**config.mk**
```make
export PLATFORM = sky130hd
export DESIGN_NAME = evdisp_router
export DESIGN_NICKNAME = d
export VERILOG_FILES = /design/src/rtl/evdisp_pkg.sv /design/src/rtl/evdisp_vecregs.sv /design/src/rtl/evdisp_arb.sv /design/src/rtl/evdisp_match.sv /design/src/rtl/evdisp_router.sv
export SDC_FILE = /design/constraint.sdc
export NUM_CORES = 1
export LEC_CHECK = 0
export ABC_AREA = 1
export BUFFER_PORTS_ARGS = -buffer_cell sky130_fd_sc_hd__buf_2
export CELL_PAD_IN_SITES_DETAIL_PLACEMENT = 2
export CELL_PAD_IN_SITES_GLOBAL_PLACEMENT = 2
export CORE_AREA = 4 4 82 84
export CTS_BUF_LIST = sky130_fd_sc_hd__clkbuf_4
export DETAILED_ROUTE_END_ITERATION = 10
export DIE_AREA = 0 0 86 88
export PLACE_DENSITY_LB_ADDON = 0.1
export SLEW_MARGIN = 20
export SYNTH_ARGS = -nofsm -noshare
export SYNTH_HDL_FRONTEND = slang
export SYNTH_SLANG_ARGS = --single-unit
export TNS_END_PERCENT = 5
```
**constraint.sdc**
```tcl
create_clock -name clk -period 4.8 [get_ports clk]
set_clock_uncertainty 0.05 [all_clocks]
set_input_delay 0.48 -clock clk [delete_from_list [all_inputs] [get_ports clk]]
set_output_delay 0.48 -clock clk [all_outputs]
set_load 0.01 [all_outputs]
```
**src/rtl/evdisp_pkg.sv**
```systemverilog
package evdisp_pkg;

    localparam int NUM_CH   = 4;
    localparam int VEC_W    = 8;
    localparam int NUM_SRC  = 5;
    localparam int SRC_W    = $clog2(NUM_SRC);
    localparam int SEL_W    = $clog2(NUM_CH);
    localparam int IRQ_W    = 5;

    typedef logic [VEC_W-1:0] vec_t;

    // Lowest-code waiting request
    typedef struct packed {
        logic             hit;
        logic [SRC_W-1:0] src;
    } pick_t;

    // One routing decision
    typedef struct packed {
        logic [NUM_CH-1:0] dma;
        logic              irq;
        logic [IRQ_W-1:0]  idx;
    } route_t;

    // Vector code carried by each source: timers count up from 0x10, serial is 0x19
    function automatic vec_t src_code(input logic [SRC_W-1:0] s);
        if (s == SRC_W'(NUM_SRC - 1))
            return vec_t'(8'h19);
        return vec_t'(8'h10) + vec_t'(s);
    endfunction

    // Interrupt source fed by each event: timers land on 7..10, serial on 12
    function automatic logic [IRQ_W-1:0] src_irq(input logic [SRC_W-1:0] s);
        if (s == SRC_W'(NUM_SRC - 1))
            return IRQ_W'(12);
        return IRQ_W'(7) + IRQ_W'(s);
    endfunction

endpackage

```
**src/rtl/evdisp_vecregs.sv**
```systemverilog
module evdisp_vecregs
    import evdisp_pkg::*;
#(
    parameter int NCH = NUM_CH,
    parameter int VW  = VEC_W,
    localparam int SW = $clog2(NCH)
) (
    input  logic                   clk,
    input  logic                   rst,
    input  logic                   we,
    input  logic [SW-1:0]          sel,
    input  logic [VW-1:0]          wdata,
    output logic [NCH-1:0][VW-1:0] vecs
);

    for (genvar c = 0; c < NCH; c++) begin : g_reg
        always_ff @(posedge clk) begin
            if (rst)
                vecs[c] <= '0;
            else if (we && sel == SW'(c))
                vecs[c] <= wdata;
        end
    end

endmodule

```
**src/rtl/evdisp_arb.sv**
```systemverilog
module evdisp_arb
    import evdisp_pkg::*;
#(
    parameter int NSRC = NUM_SRC
) (
    input  logic [NSRC-1:0] pend,
    output pick_t           pick
);

    // Bit order equals ascending code order; the lowest set bit wins
    always_comb begin
        pick = '0;
        for (int i = NSRC - 1; i >= 0; i--) begin
            if (pend[i]) begin
                pick.hit = 1'b1;
                pick.src = SRC_W'(i);
            end
        end
    end

endmodule

```
**src/rtl/evdisp_match.sv**
```systemverilog
module evdisp_match
    import evdisp_pkg::*;
#(
    parameter int NCH = NUM_CH,
    parameter int VW  = VEC_W
) (
    input  logic [NCH-1:0][VW-1:0] vecs,
    input  logic [VW-1:0]          code,
    output logic [NCH-1:0]         onehot,
    output logic                   any
);

    logic [NCH-1:0] eq;

    for (genvar c = 0; c < NCH; c++) begin : g_cmp
        assign eq[c] = (vecs[c] == code);
    end

    // Channel 0 has precedence over higher channels
    always_comb begin
        onehot = '0;
        for (int c = NCH - 1; c >= 0; c--) begin
            if (eq[c]) begin
                onehot    = '0;
                onehot[c] = 1'b1;
            end
        end
    end

    assign any = |eq;

endmodule

```
**src/rtl/evdisp_router.sv**
```systemverilog
module evdisp_router
    import evdisp_pkg::*;
(
    input  logic               clk,
    input  logic               rst,
    input  logic               cfg_we,
    input  logic [SEL_W-1:0]   cfg_sel,
    input  logic [VEC_W-1:0]   cfg_data,
    input  logic [NUM_SRC-1:0] evt_in,
    output logic [NUM_CH-1:0]  dma_start,
    output logic               irq_set,
    output logic [IRQ_W-1:0]   irq_idx
);

    logic [NUM_CH-1:0][VEC_W-1:0] vecs;
    logic [NUM_SRC-1:0]           pend;
    logic [NUM_SRC-1:0]           served;
    pick_t                        pick;
    logic [NUM_CH-1:0]            hit_oh;
    logic                         hit_any;
    route_t                       route_d;
    route_t                       route_q;

    evdisp_vecregs #(.NCH(NUM_CH), .VW(VEC_W)) u_regs (
        .clk   (clk),
        .rst   (rst),
        .we    (cfg_we),
        .sel   (cfg_sel),
        .wdata (cfg_data),
        .vecs  (vecs)
    );

    evdisp_arb #(.NSRC(NUM_SRC)) u_arb (
        .pend (pend),
        .pick (pick)
    );

    evdisp_match #(.NCH(NUM_CH), .VW(VEC_W)) u_match (
        .vecs   (vecs),
        .code   (src_code(pick.src)),
        .onehot (hit_oh),
        .any    (hit_any)
    );

    always_comb begin
        served = '0;
        if (pick.hit)
            served[pick.src] = 1'b1;
    end

    // Per-source request latches: the served bit clears, a new event re-arms
    always_ff @(posedge clk) begin
        if (rst)
            pend <= '0;
        else
            pend <= (pend & ~served) | evt_in;
    end

    always_comb begin
        route_d     = '0;
        route_d.dma = pick.hit ? hit_oh : '0;
        route_d.irq = pick.hit && !hit_any;
        route_d.idx = src_irq(pick.src);
    end

    always_ff @(posedge clk) begin
        if (rst)
            route_q <= '0;
        else
            route_q <= route_d;
    end

    assign dma_start = route_q.dma;
    assign irq_set   = route_q.irq;
    assign irq_idx   = route_q.idx;


    dma_onehot_chk: assert property (@(posedge clk) disable iff (rst)
        $onehot0(dma_start));


    dest_excl_chk: assert property (@(posedge clk) disable iff (rst)
        !(irq_set && (|dma_start)));


    irq_idx_chk: assert property (@(posedge clk) disable iff (rst)
        irq_set |-> (irq_idx inside {5'd7, 5'd8, 5'd9, 5'd10, 5'd12}));


    served_next_chk: assert property (@(posedge clk) disable iff (rst)
        (|pend) |=> (irq_set || (|dma_start)));


    pulse_origin_chk: assert property (@(posedge clk) disable iff (rst)
        (irq_set || (|dma_start)) |-> $past(|pend));


    drain_one_chk: assert property (@(posedge clk) disable iff (rst)
        ((|pend) && evt_in == '0) |=> ($countones(pend) == $countones($past(pend)) - 1));

endmodule

```
==> summary.txt <==
Outcome
  – Status: complete, no violations

Hold path
  – HP Class: in -> reg
  – Min-delay src: evt_in[2]

STA
  – Setup TNS: 0 ns
  – Final cycle utilization of the critical path: 0.502
  – Max transition margin: 0.419
  – Worst Max-Slew Pin Slew: 0.870 ns
  – Fin. Hold Viols: 0
  – Max Fclk: 415 MHz
  – Hold_ws: 0.276 ns
  – Final Setup Violations: 0
  – RSZ-0062 raised after global routing: no
  – Max Slew Vio Count: 0
  – Final min period: 2.41 ns

Logic synthesis
  – Register area share after synthesis: 0.476
  – Syn Std Cell Area: 1930 um^2
  – Synth cell types: 23
  – FF+latch count, synth: 46
  – Synth Area in Adders: 0.0194
  – Post-synth top area cell: dfxtp_1
  – Post-synthesis compound-gate area fraction: 0.149
  – Syn nets: 272
  – Post-synth top area share: 0.476
  – Post-Synth XOR/XNOR Area: 0.0544
  – Synth Instances: 251
  – Simple-Gate Fraction of Synth Area: 0.227
  – Largest family of logic cells by synthesized area: simple AND/OR/NAND/NOR gates
  – Mux cell area share after synthesis: 0
  – Top post-synthesis cells by area: dfxtp_1 48%, nor2_1 11%, o21ai_0 8.3%
  – Mean Syn Cell Area: 7.70 um^2
  – Synth warn: 0

Clock tree
  – CTS max path bufs: 2
  – Clock transition at the registers of the reported paths: 0.13 ns
  – Post-CTS Resized: 0
  – Hold Buf Count CTS: 0
  – Clock sink count: 46
  – H-tree depth: 2
  – Post-CTS setup buffers: 0
  – Worst-skew pair later-pin latency: 0.35 ns
  – TritonCTS clock tree: yes
  – CTS Buf Count: 5
  – Clk root buf: clkbuf_4

Power and ir drop
  – VDD IR-drop max: 0.121 mV
  – LEAKAGE: 0.975 nW
  – Total power draw: 0.688 mW
  – Power Dens Cells: 317 nW/um^2

Layout
  – Number of diodes: 0
  – Ratio of cells with drive above 1 in the final layout: 0.145
  – Layout area overhead: 12.2%
  – Most common cell after layout, fill and taps aside: nor2_1
  – Utilization after layout: 0.366
  – Final #Nets: 298
  – Commonest cells after routing, fill and taps aside: 55 x nor2_1, 46 x dfxtp_1, 32 x o21ai_0

Global routing
  – Initial antenna violation count: 0
  – All-layer global routing usage: 0.152
  – First-pass GRT wire length: 8.79 mm
  – Number of global-route vias before repair: 1783
  – Largest net degree at the start of global routing: 34
  – Total gr overflow: 0

Route
  – Drt pass-1 iters: 4
  – Drc violations: 0
  – Vias: 1673
  – 1st-iter DRT viols: 53
  – DR vias/cell: 4.77
  – Wire length per cell: 15.0 um
  – DRT antenna net count: 0
  – DRT Wirelength: 5.27 mm

Worst setup path
  – Worst setup SP type: flop
  – Reg2reg start: pend[3]
  – Max FO, Critical Path: 4
  – Critical Path, Cell by Cell: inv_1, nor2_1, o21bai_1, ha_1, inv_1, ha_1, xnor2_1, nand2_1, a21oi_1, nand2_1, nor2_2, nor2_2, nand3_2, nor2_1
  – Slowest stage delay, CP: 0.37 ns
  – Slowest CP cell: o21bai_1
  – Crit path capture type: flop
  – CP startpoint: pend[3]
  – Crit path buf inv count: 2
  – Setup Crit Path Kind: reg -> reg
  – Critical Path RT: 5.01 ns
  – Top cell family by delay on the critical path: adder cells
  – Critical path data arrival time: 2.62 ns

Floorplan
  – # rows: 28
  – Initial core utilization: 0.327
  – Core ar.: 5920 um^2
  – Die height: 88 um
  – Die Span X: 86 um
  – Die footprint: 7570 um^2
  – Ports: 28

Placement
  – Dpl hpwl: 3.99 mm
  – Routability cong.: 0.705
  – I/O Buffers: 26

Run
  – Max_cap viols: 0
[through the flow]
stage	cells	area [um^2]	setup slack, ns
2_1_floorplan	251	1930	2.71
3_3_place_gp	345	2130	2.49
3_5_place_dp	345	2130	2.38
4_1_cts	351	2170	2.35
5_1_grt	351	2170	2.13
6_report	351	2170	2.39
[logic make-up (layout without fill, tap and decap cells)]
logic type	after synthesis	after routing
AO/OA/AOI/OAI	57	57
XOR/XNOR	12	12
adder cells (fa/ha/maj)	3	3
buffers and inverters	36	61
flip-flops	46	46
other	1	1
AND/OR/NAND/NOR	96	96
[worst paths after layout]
kind                     endpoint  slack [ns]  depth (start not counted)
setup / recovery          irq_set        2.39                         14
hold / removal            pend[2]        0.28                          3
setup reg to reg          irq_set        2.39                         14
hold reg to reg   u_regs.vecs[28]        0.42                          2
[cells in the mapped netlist]
cell type and count:
nand2_4 1, o21bai_1 1, clkbuf_1 6, ha_1 3, clkinv_1 2, nor2_2 2, nand2_1 20, conb_1 1
nand2_2 3, nor2_8 1, nand3_1 6, buf_4 1, nand4_4 1, inv_1 27, xor2_1 8, a21oi_1 24
nor3_1 3, nand3_2 1, xnor2_1 4, nor2_1 55, nand4_1 3, dfxtp_1 46, o21ai_0 32
[report_power, final]
part | switching, mW | internal, mW | total [mW]
Sequential | 0.0113 | 0.404 | 0.415
Clock | 0.119 | 0.0504 | 0.169
Combinational | 0.0664 | 0.0375 | 0.104
Total | 0.197 | 0.492 | 0.688
[state kept, by name, indices dropped and copies added, names as in the netlist]
signal	count
dma_start	4
u_regs.vecs	32
irq_idx	4
pend	5
irq_set	1
[per-layer routing]
metal  wire (um)  part of all wire  GRT usage
met5           0                 0          0
met4          59             0.011     0.0432
met3          97             0.018     0.0339
met2        2490              0.47      0.247
met1        2630              0.50      0.201
[worst register-to-register path, stage by stage (launching register included)]
cell and delay (ns):
dfxtp_1 0.33, inv_1 0.08, nor2_1 0.05, o21bai_1 0.37
ha_1 0.33, inv_1 0.06, ha_1 0.27, xnor2_1 0.16
nand2_1 0.06, a21oi_1 0.12, nand2_1 0.09, nor2_2 0.15
nor2_2 0.07, nand3_2 0.07, nor2_1 0.05
[area by class of cell]
class,instances,area [um^2]
repair buffers,26,130
clock inverters,1,3.75
inverters,29,109
well taps,75,93.8
fillers,727,3750
flip-flops and latches,46,921
multi-input cells,169,873
clock buffers,5,37.5
Note: power is estimated with default switching activity, not from simulation.
